**src/rtl/mcg_pkg.sv**
```systemverilog
package mcg_pkg;
    typedef enum logic {
        ST_GRANTED  = 1'b0,
        ST_WITHHELD = 1'b1
    } prio_state_e;
endpackage

```
**src/rtl/mcg_prio_fsm.sv**
```systemverilog
module mcg_prio_fsm
    import mcg_pkg::*;
#(
    parameter int CNT_W = 12
) (
    input  logic             clk,
    input  logic             rst_n,
    input  logic [CNT_W-1:0] occ,
    input  logic [CNT_W-1:0] hi_mark,
    input  logic [CNT_W-1:0] lo_mark,
    output logic             grant_o
);
    prio_state_e state_q, state_d;
    logic        cfg_err, above_hi, below_lo, restore_ok;

    assign cfg_err    = lo_mark > hi_mark;
    assign above_hi   = occ > hi_mark;
    assign below_lo   = occ < lo_mark;
    assign restore_ok = cfg_err ? !above_hi : below_lo;

    // next-state: WITHDRAW and RESTORE transitions
    always_comb begin
        state_d = state_q;
        unique case (state_q)
            ST_GRANTED:  if (above_hi)   state_d = ST_WITHHELD;
            ST_WITHHELD: if (restore_ok) state_d = ST_GRANTED;
            default:                     state_d = ST_GRANTED;
        endcase
    end

    // state register
    always_ff @(posedge clk or negedge rst_n) begin
        if (!rst_n) state_q <= ST_GRANTED;
        else        state_q <= state_d;
    end

    // outputs
    always_comb begin
        grant_o = (state_q == ST_GRANTED);
    end

    a_r2_withdraw: assert property (@(posedge clk) disable iff (!rst_n)
        (occ > hi_mark) |=> !grant_o);
    a_r3_restore: assert property (@(posedge clk) disable iff (!rst_n)
        ((occ < lo_mark) && (occ <= hi_mark)) |=> grant_o);
    a_r4_hold: assert property (@(posedge clk) disable iff (!rst_n)
        ((lo_mark <= hi_mark) && (occ >= lo_mark) && (occ <= hi_mark)) |=> $stable(grant_o));
    a_r8_cfg_err: assert property (@(posedge clk) disable iff (!rst_n)
        ((lo_mark > hi_mark) && (occ <= hi_mark)) |=> grant_o);
endmodule

```
**src/rtl/mcg_table_latch.sv**
```systemverilog
module mcg_table_latch #(
    parameter int NPRIO = 4
) (
    input  logic             clk,
    input  logic             rst_n,
    input  logic             strobe,
    input  logic [NPRIO-1:0] grant_live,
    output logic [NPRIO-1:0] grant_tbl,
    output logic             grant_chg
);
    always_ff @(posedge clk or negedge rst_n) begin
        if (!rst_n) begin
            grant_tbl <= '1;
            grant_chg <= 1'b0;
        end else begin
            grant_chg <= 1'b0;
            if (strobe) begin
                grant_tbl <= grant_live;
                grant_chg <= (grant_live != grant_tbl);
            end
        end
    end

    a_r6_tbl_frozen: assert property (@(posedge clk) disable iff (!rst_n)
        !strobe |=> $stable(grant_tbl));
    a_r6_tbl_take: assert property (@(posedge clk) disable iff (!rst_n)
        strobe |=> (grant_tbl == $past(grant_live)));
    a_r7_chg_needs_strobe: assert property (@(posedge clk) disable iff (!rst_n)
        !strobe |=> !grant_chg);
endmodule

```
**src/rtl/mcast_grant_hyst.sv**
```systemverilog
module mcast_grant_hyst #(
    parameter int NPRIO = 4,
    parameter int CNT_W = 12
) (
    input  logic                   clk,
    input  logic                   rst_n,
    input  logic [CNT_W-1:0]       occ_count,
    input  logic [NPRIO*CNT_W-1:0] thr_hi,
    input  logic [NPRIO*CNT_W-1:0] thr_lo,
    input  logic                   pkt_strobe,
    output logic [NPRIO-1:0]       grant_tbl,
    output logic                   grant_chg
);
    logic [NPRIO-1:0] grant_live;

    for (genvar p = 0; p < NPRIO; p++) begin : g_prio
        mcg_prio_fsm #(.CNT_W(CNT_W)) u_fsm (
            .clk     (clk),
            .rst_n   (rst_n),
            .occ     (occ_count),
            .hi_mark (thr_hi[p*CNT_W +: CNT_W]),
            .lo_mark (thr_lo[p*CNT_W +: CNT_W]),
            .grant_o (grant_live[p])
        );
    end

    mcg_table_latch #(.NPRIO(NPRIO)) u_tbl (
        .clk        (clk),
        .rst_n      (rst_n),
        .strobe     (pkt_strobe),
        .grant_live (grant_live),
        .grant_tbl  (grant_tbl),
        .grant_chg  (grant_chg)
    );

    a_r7_chg_match: assert property (@(posedge clk) disable iff (!rst_n)
        pkt_strobe |=> (grant_chg == (grant_tbl != $past(grant_tbl))));
endmodule

```
**config.mk**
```make
export PLATFORM = sky130hd
export DESIGN_NAME = mcast_grant_hyst
export DESIGN_NICKNAME = d
export VERILOG_FILES = /design/src/rtl/mcg_pkg.sv /design/src/rtl/mcg_prio_fsm.sv /design/src/rtl/mcg_table_latch.sv /design/src/rtl/mcast_grant_hyst.sv
export SDC_FILE = /design/constraint.sdc
export NUM_CORES = 1
export LEC_CHECK = 0
export ABC_CLOCK_PERIOD_IN_PS = 1400
export BUFFER_PORTS_ARGS = -buffer_cell sky130_fd_sc_hd__buf_4
export CAP_MARGIN = 10
export CORE_UTILIZATION = 40
export DETAILED_ROUTE_END_ITERATION = 8
export GPL_TIMING_DRIVEN = 0
export PLACE_DENSITY = 0.65
export SYNTH_ARGS = -nofsm -noshare
export SYNTH_HDL_FRONTEND = slang
export SYNTH_SLANG_ARGS = --single-unit
```
**constraint.sdc**
```tcl
create_clock -name clk -period 1.4 [get_ports clk]
set_clock_uncertainty 0.05 [all_clocks]
set_input_delay 0.35 -clock clk [delete_from_list [all_inputs] [get_ports clk]]
set_output_delay 0.35 -clock clk [all_outputs]
set_load 0.03 [all_outputs]
```
* Word level (Yosys, flattened, before mapping)
Index checks and enable logic that the tools add are counted.
** Operators by class
- Shift operators :: 0
- Add/subtract/negate cells :: 0
- Bitwise gates (word level) :: 4
- Mux-type cells :: 17
- Order comparisons :: 12
- Reduce and logical (&&, ||, !) cells :: 4
- Eq/ne operators :: 1
- Div/mod/pow operators :: 0
- Multiply operators :: 0
** Operators with widths (number)
- $gt A12 B12 Y1 :: 8
- $lt A12 B12 Y1 :: 4
- $mux W1 :: 13
- $pmux W1 S2 :: 4
- $logic_not A1 Y1 :: 4
- $ne A4 B4 Y1 :: 1
- $not A1 Y1 :: 4
** Word-level totals
- RAM bits :: 0
- Register bits :: 9
- Logic and storage cells :: 44
- Latch bits :: 0
- Memories :: 0
- Input bits :: 111
- Output and inout bits :: 5
- Memory bits (read-only) :: 0

* Longest topological paths before layout
- Depth after elaboration :: 5
- Depth in mapped cells :: 8
- Depth with buffers taken out :: 8

* By module
A second synthesis with hierarchy kept.
** Unflattened totals
- Cell total of the unflattened synthesis :: 470
- Area, all modules :: 3719.8 µm²
** By module, submodules not included
- mcg_prio_fsm :: seq. area each 25.0 µm², area each 874.6 µm², times used 4, cells each 114
- mcg_table_latch :: seq. area each 130.1 µm², area each 221.5 µm², times used 1, cells each 14

* Worst setup path after synthesis
Ideal clock, no wire load.
- Path kind :: input port to flip-flop
- Start point :: input thr_hi[25]
- End point :: register g_prio[2].u_fsm.state_q
- Path buffers :: 0
- Required time :: 1.225 ns
- Stages on the path :: 8
- Arrival time :: 1.726 ns
- Setup time :: 0.125 ns
- Slack :: -0.501 ns
- Cell sequence :: inv_1 ha_1 nor2b_4 o211ai_2 a21oi_1 a2111oi_2 o21ai_2 mux2_4
** Between the ends
- Longest elaborated chain between the ends :: 5
- Elaborated cells between the ends (all ways) :: 7
- Classes of those cells :: order compare (2); mux (4); reduce/logical (1)
** Ends and longest elaborated chain
- start, declared :: RTL line mcast_grant_hyst.sv:8 : input logic [NPRIO*CNT_W-1:0] thr_hi,
- $gt A12 B12 Y1 :: RTL line mcg_prio_fsm.sv:17 : assign above_hi = occ > hi_mark;
- $logic_not A1 Y1 :: RTL line mcg_prio_fsm.sv:19 : assign restore_ok = cfg_err ? !above_hi : below_lo;
- $mux W1 :: RTL line mcg_prio_fsm.sv:19
- $mux W1 :: RTL line mcg_prio_fsm.sv:26 : ST_WITHHELD: if (restore_ok) state_d = ST_GRANTED;
- $pmux W1 S2 (*) :: RTL line mcg_prio_fsm.sv:24 : unique case (state_q)
- via g_prio[2].u_fsm.state_d :: RTL line mcg_prio_fsm.sv:13 : prio_state_e state_q, state_d;
- end signal, assigned :: RTL line mcg_prio_fsm.sv:34 : else state_q <= state_d;
- end, declared :: RTL line mcg_prio_fsm.sv:13
Mark *: on every way through the listed nets, which the timed path passes. The rest lies on a longest branch.
A chain may end at the register's enable or synchronous reset.

* Final worst setup path
- Start point :: input thr_lo[35]
- End point :: register g_prio[2].u_fsm.state_q
** Between the ends
- Longest elaborated chain between the ends :: 4
- Elaborated cells between the ends (all ways) :: 5
- Classes of those cells :: order compare (2); mux (3)
** Ends and longest elaborated chain
- start, declared :: RTL line mcast_grant_hyst.sv:9 : input logic [NPRIO*CNT_W-1:0] thr_lo,
- $lt A12 B12 Y1 / $gt A12 B12 Y1 (equally long branches) :: RTL line mcg_prio_fsm.sv:18, mcg_prio_fsm.sv:16
- $mux W1 (*) :: RTL line mcg_prio_fsm.sv:19
- $mux W1 (*) :: RTL line mcg_prio_fsm.sv:26
- $pmux W1 S2 (*) :: RTL line mcg_prio_fsm.sv:24
- via g_prio[2].u_fsm.state_d :: RTL line mcg_prio_fsm.sv:13
Marks and branches as above.

==> key figures <==
Synth
  – Sequential-to-total area share from yosys stat: 6.23%
  – Seq cells post-synth: 9
  – Ys flop type: dfrtp_1
  – Synth cell count leaders: ha_1, inv_1, a21oi_1
  – Mapped Nets: 714
  – Post-synth top area share: 47.4%
  – Area contributors post-synth: ha_1, inv_1, a21oi_1
  – Synth area leader: ha_1
  – Netlist cell types: 30
  – Post-Syn Area: 3700 um^2
  – Post-synthesis area per instance: 7.99 um^2
  – Asr flop ratio synth: 100%
  – Ys Warns: 0
  – Number of flops mapped to enable cells by yosys: 0
  – Post-Syn Instances: 463
  – Top-count cell post-synth: ha_1

Die
  – Die height: 98.1 um
  – Initial Util: 41.8%
  – Die width: 98.1 um
  – Die Area: 9630 um^2
  – Std-Cell Rows: 34
  – I/O pins: 116
  – Area of the core: 8850 um^2

Finish
  – Fin area: 5720 um^2
  – Area grow syn2layout: 54.8%
  – Register area: 230 um^2
  – Ant. Diodes: 0
  – Multi-input gate area in the final layout: 3860 um^2
  – Final nets: 841
  – Fin util: 64.7%
  – FILL cells: 766
  – Share of cells above drive strength 1: 42.1%

Global route
  – Total congestion overflow: 0
  – Total GRT Usage: 22.5%
  – Number of global-route vias before repair: 3,776
  – Largest net degree at the start of global routing: 10
  – First-pass GRT wire length: 17.4 mm
  – Initial antenna violation count: 0

Placed design
  – Pre-CTS WS: -699 ps
  – Detailed-placement wirelength estimate: 8.91 mm
  – Area after DPL: 5210 um^2
  – IO Port Bufs: 114
  – Final GP Congestion: 0.802

Drt
  – Detailed Route WL: 10.9 mm
  – DRT iter0 DRCs: 72
  – Via-to-Cell Ratio: 5.31
  – Post-route ant nets: 0
  – # DRC: 7
  – Drt wl/cell: 15.7 um
  – Vias: 3,702
  – DR pass1 iterations: 8

Worst setup path
  – Critical path type: input port to flop
  – R2r setup slk: 170 ps
  – WP data arrival: 1810 ps
  – Reg2Reg Depth: 2
  – Worst setup startpoint: thr_lo[35]
  – Crit-path max FO: 2
  – FF-to-FF End: u_tbl.grant_chg
  – Slowest CP cell: mux2_4
  – Critical Path Sink Type: flop
  – Crit-path max cell delay: 300 ps
  – CP Data Required Time: 1460 ps
  – Crit start category: input port
  – Crit-path cells: buf_4 > ha_4 > nand4_1 > or2_4 > a21oi_4 > a2111oi_4 > o21ai_2 > mux2_4
  – RR Startpoint: u_tbl.grant_tbl[2]

Clock network
  – Htree depth: 1
  – Clock-pin slew on the worst setup and hold paths: 40 ps
  – Clk_lat worst skew: 230 ps
  – Root Driver: clkbuf_8
  – CTS buffer count: 3
  – CTS max path bufs: 2
  – CTS tree: built
  – CTS sink cnt: 9

STA
  – Actual slew at the worst max-slew pin: 371 ps
  – Tmin final: 1740 ps
  – Worst setup margin: -343 ps
  – Final Hold Fails: 0
  – Hold slack: 414 ps
  – Max Slew Vio Count: 0
  – Worst slew margin: 75.1%
  – RSZ-0062 raised after global routing: yes
  – Final Setup Violations: 4
  – Period utilisation layout: 125%
  – Max Fclk: 574 MHz

Pwr
  – LEAKAGE: 2.82 nW
  – Maximum VDD drop: 0.000353 V
  – Total Power: 2.54 mW
  – Power per cell area: 444 nW/um^2

Hold path
  – Hold path depth: 1
  – Hold path endpoint: u_tbl.grant_tbl[0]
  – HP Start: g_prio[0].u_fsm.state_q
  – Hold WC Path Type: flop to flop

Status
  – Failing checks: DRC, setup timing
  – Outcome: finished with violations

Run
  – Max Cap Viol: 0
## worst max path at each step
| stage | depth (start not counted) | end |
|---|---|---|
| after floorplan | 8 | g_prio[1].u_fsm.state_q |
| after global placement | 7 | g_prio[2].u_fsm.state_q |
| after detailed placement | 8 | g_prio[2].u_fsm.state_q |
| after CTS | 9 | g_prio[2].u_fsm.state_q |
| after global routing | 9 | g_prio[2].u_fsm.state_q |
| final | 8 | g_prio[2].u_fsm.state_q |
## cells by family (layout without fill, tap and decap cells)
group	count (synthesis)	after routing	synth area share, %
buf+inv	98	224	9.95
simple gates	99	99	14.6
mux	8	8	2.44
xor+xnor	4	4	0.947
compound gates	105	105	18.5
fa+ha+maj	140	140	47.4
flops	9	9	6.23
## power by group
group	internal [mW]	switching, mW	leakage [nW]
logic	0.937	0.896	2.70
clock network	0.198	0.0996	0.0228
registers	0.342	0.0665	0.102
total	1.48	1.06	2.82
## cells in the final DEF (no fill, tap or decap), types with 13 or more instances in the layout
cell	count
nand4_1	31
a21o_1	15
nand3_1	16
inv_4	14
nor2_1	14
buf_4	110
inv_1	64
ha_4	43
a21oi_1	34
nand2_1	13
ha_1	96
## layer usage
layer  part of all wire, %  global-route usage [%]  up-vias  wire, um
li1                      -                       -     1940         -
met1                    44                    28.2     1686      4770
met2                    53                    42.8       71      5770
met3                   3.1                    2.00        5       333
met4                  0.31                    2.07        0        34
met5                     0                       0        -         0
## registers in the layout, indices dropped and copies added, names as in the netlist
signal and flops:
u_tbl.grant_chg 1, g_prio.u_fsm.state_q 4, u_tbl.grant_tbl 4
## layout make-up
type,instances,area share (%)
Timing Repair Buffer,122,17.3
Inverter,97,7.96
Clock buffer,4,0.787
Buffer,1,0.0656
Sequential cell,9,4.02
Multi-Input combinational cell,356,67.5
Tap cell,108,2.36
## per-stage QoR
step	TNS [ps]	cells
4_1_cts	-1310	695
6_report	-1230	697
2_1_floorplan	-1060	463
3_5_place_dp	-2440	685
3_3_place_gp	-2390	685
5_1_grt	-1440	697
## timing repair
action / in CTS / in global routing
hold buffers: 1 / 0
pin swaps: 20 / 19
resized for setup: 44 / 28
endpoints found under the hold margin: 5 / 0
buffers inserted: 5 / 2
cloned: 0 / 0
endpoints found under the setup margin: 4 / 4
## worst max-delay path: cells and delay by family
kind / cells / cell delay, ps
AOI/OAI and AO/OA: 3 / 350
adders and majority gates: 1 / 280
buffers and inverters: 1 / 130
muxes: 1 / 300
and+or+nand+nor: 2 / 390
Power figures use the tool's default switching activity.
